==> config.mk <==
export PLATFORM = sky130hd
export DESIGN_NAME = dram_cycle_decoder
export DESIGN_NICKNAME = d
export VERILOG_FILES = /design/src/rtl/dram_dec_pkg.sv /design/src/rtl/dcd_sync.sv /design/src/rtl/dcd_rfsh_ctr.sv /design/src/rtl/dcd_cell_stub.sv /design/src/rtl/dcd_ctrl.sv /design/src/rtl/dram_cycle_decoder.sv
export SDC_FILE = /design/constraint.sdc
export NUM_CORES = 1
export LEC_CHECK = 0
export BUFFER_PORTS_ARGS = -buffer_cell sky130_fd_sc_hd__buf_2
export CORE_MARGIN = 4
export CORE_UTILIZATION = 45
export DETAILED_ROUTE_END_ITERATION = 10
export GPL_TIMING_DRIVEN = 0
export PLACE_DENSITY = 0.68
export SYNTH_ARGS = -nofsm -noshare
export SYNTH_HDL_FRONTEND = slang
export SYNTH_SLANG_ARGS = --single-unit
==> constraint.sdc <==
create_clock -name clk -period 1.6 [get_ports clk]
set_input_delay 0.16 -clock clk [delete_from_list [all_inputs] [get_ports clk]]
set_output_delay 0.16 -clock clk [all_outputs]
set_load 0.1 [all_outputs]
==> src/rtl/dram_dec_pkg.sv <==
package dram_dec_pkg;
  localparam int EV_W      = 7;
  localparam int EV_READ   = 0;
  localparam int EV_EARLY  = 1;
  localparam int EV_LATE   = 2;
  localparam int EV_RMW    = 3;
  localparam int EV_RONLY  = 4;
  localparam int EV_CBR    = 5;
  localparam int EV_HIDDEN = 6;

  typedef logic [EV_W-1:0] evt_t;
endpackage

==> src/rtl/dcd_sync.sv <==
module dcd_sync #(
  parameter int         W       = 4,
  parameter logic [W-1:0] RST_VAL = '1
) (
  input  logic         clk,
  input  logic         rst,
  input  logic [W-1:0] d,
  output logic [W-1:0] q
);
  for (genvar i = 0; i < W; i++) begin : g_bit
    logic meta;
    logic stable;
    always_ff @(posedge clk) begin
      if (rst) begin
        meta   <= RST_VAL[i];
        stable <= RST_VAL[i];
      end else begin
        meta   <= d[i];
        stable <= meta;
      end
    end
    assign q[i] = stable;
  end
endmodule

==> src/rtl/dcd_rfsh_ctr.sv <==
module dcd_rfsh_ctr #(
  parameter int ROW_W = 12
) (
  input  logic             clk,
  input  logic             rst,
  input  logic             adv,
  output logic [ROW_W-1:0] row
);
  always_ff @(posedge clk) begin
    if (rst)      row <= '0;
    else if (adv) row <= row + 1'b1;
  end
endmodule

==> src/rtl/dcd_cell_stub.sv <==
module dcd_cell_stub #(
  parameter int AW = 4,
  parameter int DW = 4
) (
  input  logic          clk,
  input  logic          wr,
  input  logic          rd,
  input  logic [AW-1:0] idx,
  input  logic [DW-1:0] wdata,
  output logic [DW-1:0] rdata
);
  localparam int DEPTH = 1 << AW;
  logic [DW-1:0] cells [DEPTH];

  always_ff @(posedge clk) begin
    if (wr) cells[idx] <= wdata;
    if (rd) rdata <= cells[idx];
  end
endmodule

==> src/rtl/dcd_ctrl.sv <==
module dcd_ctrl
  import dram_dec_pkg::*;
#(
  parameter int ROW_W = 12,
  parameter int CA_W  = 2,
  parameter int DQ_W  = 4
) (
  input  logic             clk,
  input  logic             rst,
  input  logic             s_ras_n,
  input  logic             s_cas_n,
  input  logic             s_we_n,
  input  logic             s_oe_n,
  input  logic [ROW_W-1:0] addr,
  input  logic [DQ_W-1:0]  din,
  input  logic [ROW_W-1:0] ctr_row,
  output evt_t             evt,
  output logic             rd_stb,
  output logic             wr_stb,
  output logic             rfsh_stb,
  output logic [ROW_W-1:0] rfsh_row,
  output logic             ctr_adv,
  output logic [ROW_W-1:0] row_q,
  output logic [CA_W-1:0]  col_q,
  output logic [DQ_W-1:0]  wdata,
  output logic             dq_oe
);
  // asserted-polarity views of the synchronised strobes
  logic ras, cas, we, oe;
  assign ras = ~s_ras_n;
  assign cas = ~s_cas_n;
  assign we  = ~s_we_n;
  assign oe  = ~s_oe_n;

  logic ras_d, cas_d, we_d;
  logic row_open, col_seen, read_done, wrote, rd_seen;

  logic ras_fall, ras_rise, cas_fall, cas_rise, we_fall;
  assign ras_fall = ras & ~ras_d;
  assign ras_rise = ~ras & ras_d;
  assign cas_fall = cas & ~cas_d;
  assign cas_rise = ~cas & cas_d;
  assign we_fall  = we & ~we_d;

  always_ff @(posedge clk) begin
    if (rst) begin
      ras_d     <= 1'b0;
      cas_d     <= 1'b0;
      we_d      <= 1'b0;
      row_open  <= 1'b0;
      col_seen  <= 1'b0;
      read_done <= 1'b0;
      wrote     <= 1'b0;
      rd_seen   <= 1'b0;
      evt       <= '0;
      rd_stb    <= 1'b0;
      wr_stb    <= 1'b0;
      rfsh_stb  <= 1'b0;
      rfsh_row  <= '0;
      ctr_adv   <= 1'b0;
      row_q     <= '0;
      col_q     <= '0;
      wdata     <= '0;
      dq_oe     <= 1'b0;
    end else begin
      ras_d    <= ras;
      cas_d    <= cas;
      we_d     <= we;
      evt      <= '0;
      rd_stb   <= 1'b0;
      wr_stb   <= 1'b0;
      rfsh_stb <= 1'b0;
      ctr_adv  <= 1'b0;

      // row strobe falling: counter refresh if column already low, else open row
      if (ras_fall) begin
        if (cas_d) begin
          rfsh_stb <= 1'b1;
          rfsh_row <= ctr_row;
          ctr_adv  <= 1'b1;
          evt[read_done ? EV_HIDDEN : EV_CBR] <= 1'b1;
        end else begin
          row_q    <= addr;
          row_open <= 1'b1;
          col_seen <= 1'b0;
        end
      end

      // row strobe rising: a row never given a column is a row-only refresh
      if (ras_rise) begin
        if (row_open && !col_seen) begin
          rfsh_stb       <= 1'b1;
          rfsh_row       <= row_q;
          evt[EV_RONLY]  <= 1'b1;
        end
        row_open <= 1'b0;
      end

      // column strobe falling inside an open row
      if (cas_fall && ras && row_open) begin
        col_q    <= addr[CA_W-1:0];
        col_seen <= 1'b1;
        if (we) begin
          wr_stb        <= 1'b1;
          wdata         <= din;
          wrote         <= 1'b1;
          evt[EV_EARLY] <= 1'b1;
        end else begin
          rd_stb       <= 1'b1;
          read_done    <= 1'b1;
          evt[EV_READ] <= 1'b1;
        end
      end

      // write enable falling after the column strobe
      if (we_fall && !cas_fall && cas && ras && row_open && read_done && !wrote) begin
        wr_stb <= 1'b1;
        wdata  <= din;
        wrote  <= 1'b1;
        evt[rd_seen ? EV_RMW : EV_LATE] <= 1'b1;
      end

      if (read_done && dq_oe) rd_seen <= 1'b1;

      if (cas_rise) begin
        read_done <= 1'b0;
        wrote     <= 1'b0;
        rd_seen   <= 1'b0;
      end

      dq_oe <= read_done & cas & oe & ~wrote;
    end
  end
endmodule

==> src/rtl/dram_cycle_decoder.sv <==
module dram_cycle_decoder
  import dram_dec_pkg::*;
#(
  parameter int ROW_W   = 12,
  parameter int DQ_W    = 4,
  parameter int CELL_RA = 2,
  parameter int CELL_CA = 2
) (
  input  logic             clk,
  input  logic             rst,
  input  logic             ras_n,
  input  logic             cas_n,
  input  logic             we_n,
  input  logic             oe_n,
  input  logic [ROW_W-1:0] addr,
  input  logic [DQ_W-1:0]  dq_in,
  output logic [DQ_W-1:0]  dq_out,
  output logic             dq_oe,
  output logic [EV_W-1:0]  evt,
  output logic             mem_rd,
  output logic             mem_wr,
  output logic             rfsh_stb,
  output logic [ROW_W-1:0] rfsh_row
);
  localparam int CELL_AW = CELL_RA + CELL_CA;

  logic [3:0]         strobes_s;
  logic               s_ras_n, s_cas_n, s_we_n, s_oe_n;
  logic [ROW_W-1:0]   ctr_row;
  logic               ctr_adv;
  logic [ROW_W-1:0]   row_q;
  logic [CELL_CA-1:0] col_q;
  logic [DQ_W-1:0]    wdata;
  evt_t               evt_i;

  dcd_sync #(.W(4), .RST_VAL(4'b1111)) u_sync (
    .clk (clk),
    .rst (rst),
    .d   ({oe_n, we_n, cas_n, ras_n}),
    .q   (strobes_s)
  );
  assign {s_oe_n, s_we_n, s_cas_n, s_ras_n} = strobes_s;

  dcd_rfsh_ctr #(.ROW_W(ROW_W)) u_ctr (
    .clk (clk),
    .rst (rst),
    .adv (ctr_adv),
    .row (ctr_row)
  );

  dcd_ctrl #(.ROW_W(ROW_W), .CA_W(CELL_CA), .DQ_W(DQ_W)) u_ctrl (
    .clk      (clk),
    .rst      (rst),
    .s_ras_n  (s_ras_n),
    .s_cas_n  (s_cas_n),
    .s_we_n   (s_we_n),
    .s_oe_n   (s_oe_n),
    .addr     (addr),
    .din      (dq_in),
    .ctr_row  (ctr_row),
    .evt      (evt_i),
    .rd_stb   (mem_rd),
    .wr_stb   (mem_wr),
    .rfsh_stb (rfsh_stb),
    .rfsh_row (rfsh_row),
    .ctr_adv  (ctr_adv),
    .row_q    (row_q),
    .col_q    (col_q),
    .wdata    (wdata),
    .dq_oe    (dq_oe)
  );
  assign evt = evt_i;

  dcd_cell_stub #(.AW(CELL_AW), .DW(DQ_W)) u_cells (
    .clk   (clk),
    .wr    (mem_wr),
    .rd    (mem_rd),
    .idx   ({row_q[CELL_RA-1:0], col_q}),
    .wdata (wdata),
    .rdata (dq_out)
  );
endmodule

==> results.md <==
* Yosys warns at 0
* Crit end category: flop
* Synth Area in Compound Gates at around 5.5%
* Core ar. at ~11000 um^2
* Row cnt at 38
* Simple-gate share of the synthesized area at 15.08%
* Vias in the first global route at about 3500
* Antenna cells at 0
* Post-synth EDFFs at 68
* Largest net degree at the start of global routing at 18
* Failing checks: negative setup slack
* Peak Freq at a little over 600 MHz
* Root buffer selected by CTS: clkbuf_16
* Share of the synthesized area in the top cell type at roughly two fifths
* Yosys reg bits at around 140
* DR vias at between 3000 and 4000
* Status: complete, but fails checks
* Clock Latency Late Sink at 0.41 ns
* Clock transition at path regs at approximately 0.060 ns
* Detail Route Antenna Nets at 0
* RSZ-0062 raised after global routing: yes
* Power per cell area at between 1000 and 1500 nW/um^2
* Maximum clock insertion buffer count at 2
* Die area at approximately 13000 um^2
* Die width at around 110 um
* Drt wl/cell at 17.62 um
* R2R Path End: u_cells.rdata[1]
* Initial antenna violation count at 0
* TritonCTS Buffers at 17
* Port buffer count at 47
* Clock Skew at about 0.013 ns
* Fill cell count at approximately 850
* Sequential area share after synthesis at 67.54%
* DRT iter0 DRCs at ~270
* CTS tree: built
* P_leak at 2.134 nW
* Footprint of the multi-input gates at around 1700 um^2
* # clock sinks at roughly 140
* Synth-to-Final Area Change at 29.05%
* Starting Density at between 40% and 50%
* Hold Path Stages at 3
* Syn Area/Cell at roughly 13 um^2
* Htree depth at 4
* Worst EP required at 1.75 ns
* CP Class: reg -> reg
* Reg area at 3443 um^2
* Die Span Y at about 110 um
* Layout cells sized above 1 at about a third
* Post-Synth Adder-Cell Area at 0.2469%
* Gpl congestion at about 0.81
* FF-to-FF Start: u_ctrl.col_q[0]
* XOR/XNOR share of the synthesized area at between 1 and 1.5%
* Aggregate routed wire length at ~11 mm
* Worst vdd ir at just over 700 uV
* Via density per instance at between 5 and 6
* R2r setup slk at -0.02 ns
* First-pass GRT wire length at 18.49 mm
* Final hold violation count at 0
* Post-synth top area cell: edfxtp_1
* Total grt overflow at 0
* Fin. max-slew vios at 0
* # setup viols final at 2
* Ports at between 40 and 50
* Hold Crit Endpoint: u_ctrl.row_q[11]
* Yosys cell types at 34
* Slew Limit Headroom at between 50% and 60%
* Total power at about 7.6 mW
* Hold_sp: addr[11]
* Cells after Synth at 402
* Netlist Area Pre-Place at just over 5000 um^2
* Fin crit share at 101.2%
* Nets at 518
* Synth area leaders: edfxtp_1 (40%), dfxtp_1 (27%), mux4_2 (7.1%), nand2_1 (4.6%), nor2_1 (4.2%)
* Critical Path AT at between 1.5 and 2 ns
* DRC Markers at 0
* Post-Syn Nets at around 430
* Max_cap viols at 0
* Post-DP HPWL at between 7 and 8 mm
* Actual transition at the worst max-transition pin at around 0.67 ns
* Drt pass-1 iters at 4
* Final min period at 1.619 ns
* Largest family of logic cells by synthesized area: simple AND/OR/NAND/NOR gates
* FFs w/ async S/R, synth at 0%
* Post-layout util at ~60%
* FF-to-FF path depth at 4
* Crit start category: flop
* Prevailing post-synth register cell: dfxtp_1
* Critical-path maximum fanout at 5
* HP Class: in -> reg
* GRT Resource Usage Total at between 10% and 20%
* Proportion of synthesized area in mux cells at between 8 and 9%
* Setup ws final at -0.01929 ns
-- timing repair --
| action | CTS | global route |
|---|---|---|
| cloned | 0 | 1 |
| hold endpoints to repair | 15 | 1 |
| hold buffers | 15 | 1 |
| pin swaps | 2 | 12 |
| setup endpoints to repair | 76 | 78 |
| resized for setup | 30 | 42 |
| setup buffers | 3 | 10 |
-- cells by family (layout without fill, tap and decap cells) --
logic type,Yosys count,in the layout
flops,137,137
compound gates,41,41
simple gates,170,170
xor+xnor,8,8
mux,23,23
fa+ha+maj,1,1
buf+inv,22,128
-- critical path, cell delays in order (launching register included) --
cell,delay (ns)
dfxtp_4,0.40
clkbuf_16,0.16
mux4_2,0.52
a22oi_2,0.18
nand3_2,0.09
-- where the power goes --
group,switching (mW),internal (mW),leakage [nW]
sequential,0.0179,3.67,1.05
combinational,0.115,0.0819,0.816
clock,1.42,2.25,0.264
total,1.55,6.00,2.13
-- flip-flops by register name, summed over array words and instances, names as in the netlist, 7 cells and up --
| register | cells |
|---|---|
| u_cells.cells | 64 |
| u_ctrl.rfsh_row | 12 |
| u_ctr.row | 12 |
| u_ctrl.row_q | 12 |
| u_ctrl.evt | 7 |
-- area by class of cell --
| cell class | instances | share of cell area, % |
|---|---|---|
| flip-flops and latches | 137 | 52.64 |
| repair buffers | 77 | 7.976 |
| clock buffers | 20 | 7.154 |
| multi-input cells | 243 | 26.17 |
| well taps | 140 | 2.678 |
| clock inverters | 12 | 1.511 |
| plain buffers | 18 | 1.817 |
| inverters | 1 | 0.05738 |
-- layout by cell type, fill, tap and decap left out, types with 4 or more instances in the layout --
cell | Yosys | routed
a21oi_1 | 20 | 20
a22oi_2 | 0 | 4
a311oi_1 | 12 | 12
buf_2 | 3 | 48
buf_4 | 1 | 15
clkbuf_1 | 17 | 8
clkbuf_16 | 0 | 19
clkinvlp_4 | 0 | 5
dfxtp_1 | 69 | 59
dfxtp_2 | 0 | 7
dlygate4sd3_1 | 0 | 16
edfxtp_1 | 68 | 68
mux2i_1 | 7 | 7
mux4_2 | 16 | 16
nand2_1 | 62 | 62
nand3_1 | 10 | 4
nand3_2 | 0 | 6
nand4_1 | 4 | 4
nor2_1 | 57 | 44
nor2_2 | 0 | 9
nor2_4 | 0 | 4
nor3_1 | 8 | 4
nor3_4 | 0 | 4
or2_2 | 8 | 8
or3_1 | 4 | 4
xnor2_1 | 4 | 4
xor2_1 | 4 | 4
-- worst max path at each step --
stage	start	end	slack, ns	cells after the start
floorplan	u_ctrl.wr_stb	u_cells.cells[0][0]	-0.009	2
finish	u_ctrl.col_q[0]	u_cells.rdata[1]	-0.02	4
global placement	u_ctrl.col_q[1]	u_cells.cells[3][2]	-0.39	3
global route	u_ctrl.col_q[0]	u_cells.rdata[0]	-0.06	4
detailed placement	u_ctrl.col_q[1]	u_cells.cells[3][2]	-0.44	3
CTS	u_ctrl.row_q[1]	u_cells.cells[13][0]	-0.06	3
-- per-layer routing --
layer	GRT usage [%]	wire, um	up-vias
li1	-	-	1639
met1	25.09	5051	1740
met2	29.66	5594	101
met3	5.285	603	11
met4	6.572	167	0
met5	0	0	-
-- through the flow --
stage | std cells | hold WS, ns | worst slack, ns | area [um^2] | TNS (ns)
2_1_floorplan | 402 | 0.2638 | -0.009175 | 5081 | -0.1353
3_3_place_gp | 589 | 0.3452 | -0.3917 | 5492 | -14.28
3_5_place_dp | 589 | 0.3445 | -0.4359 | 5492 | -17.12
4_1_cts | 638 | 0.0001828 | -0.06284 | 6329 | -1.814
5_1_grt | 648 | 0.01087 | -0.06015 | 6541 | -0.2106
6_report | 648 | 0.01204 | -0.01929 | 6541 | -0.02297
-- cells in the mapped netlist (all sizes together), types with 7 or more instances --
master  count
or2         8
a311oi     12
mux2i       7
a21oi      20
nand2      62
mux4       16
nand3      10
nor3        8
clkbuf     17
nor2       57
dfxtp      69
edfxtp     68
(Power assumes the default switching activity.)
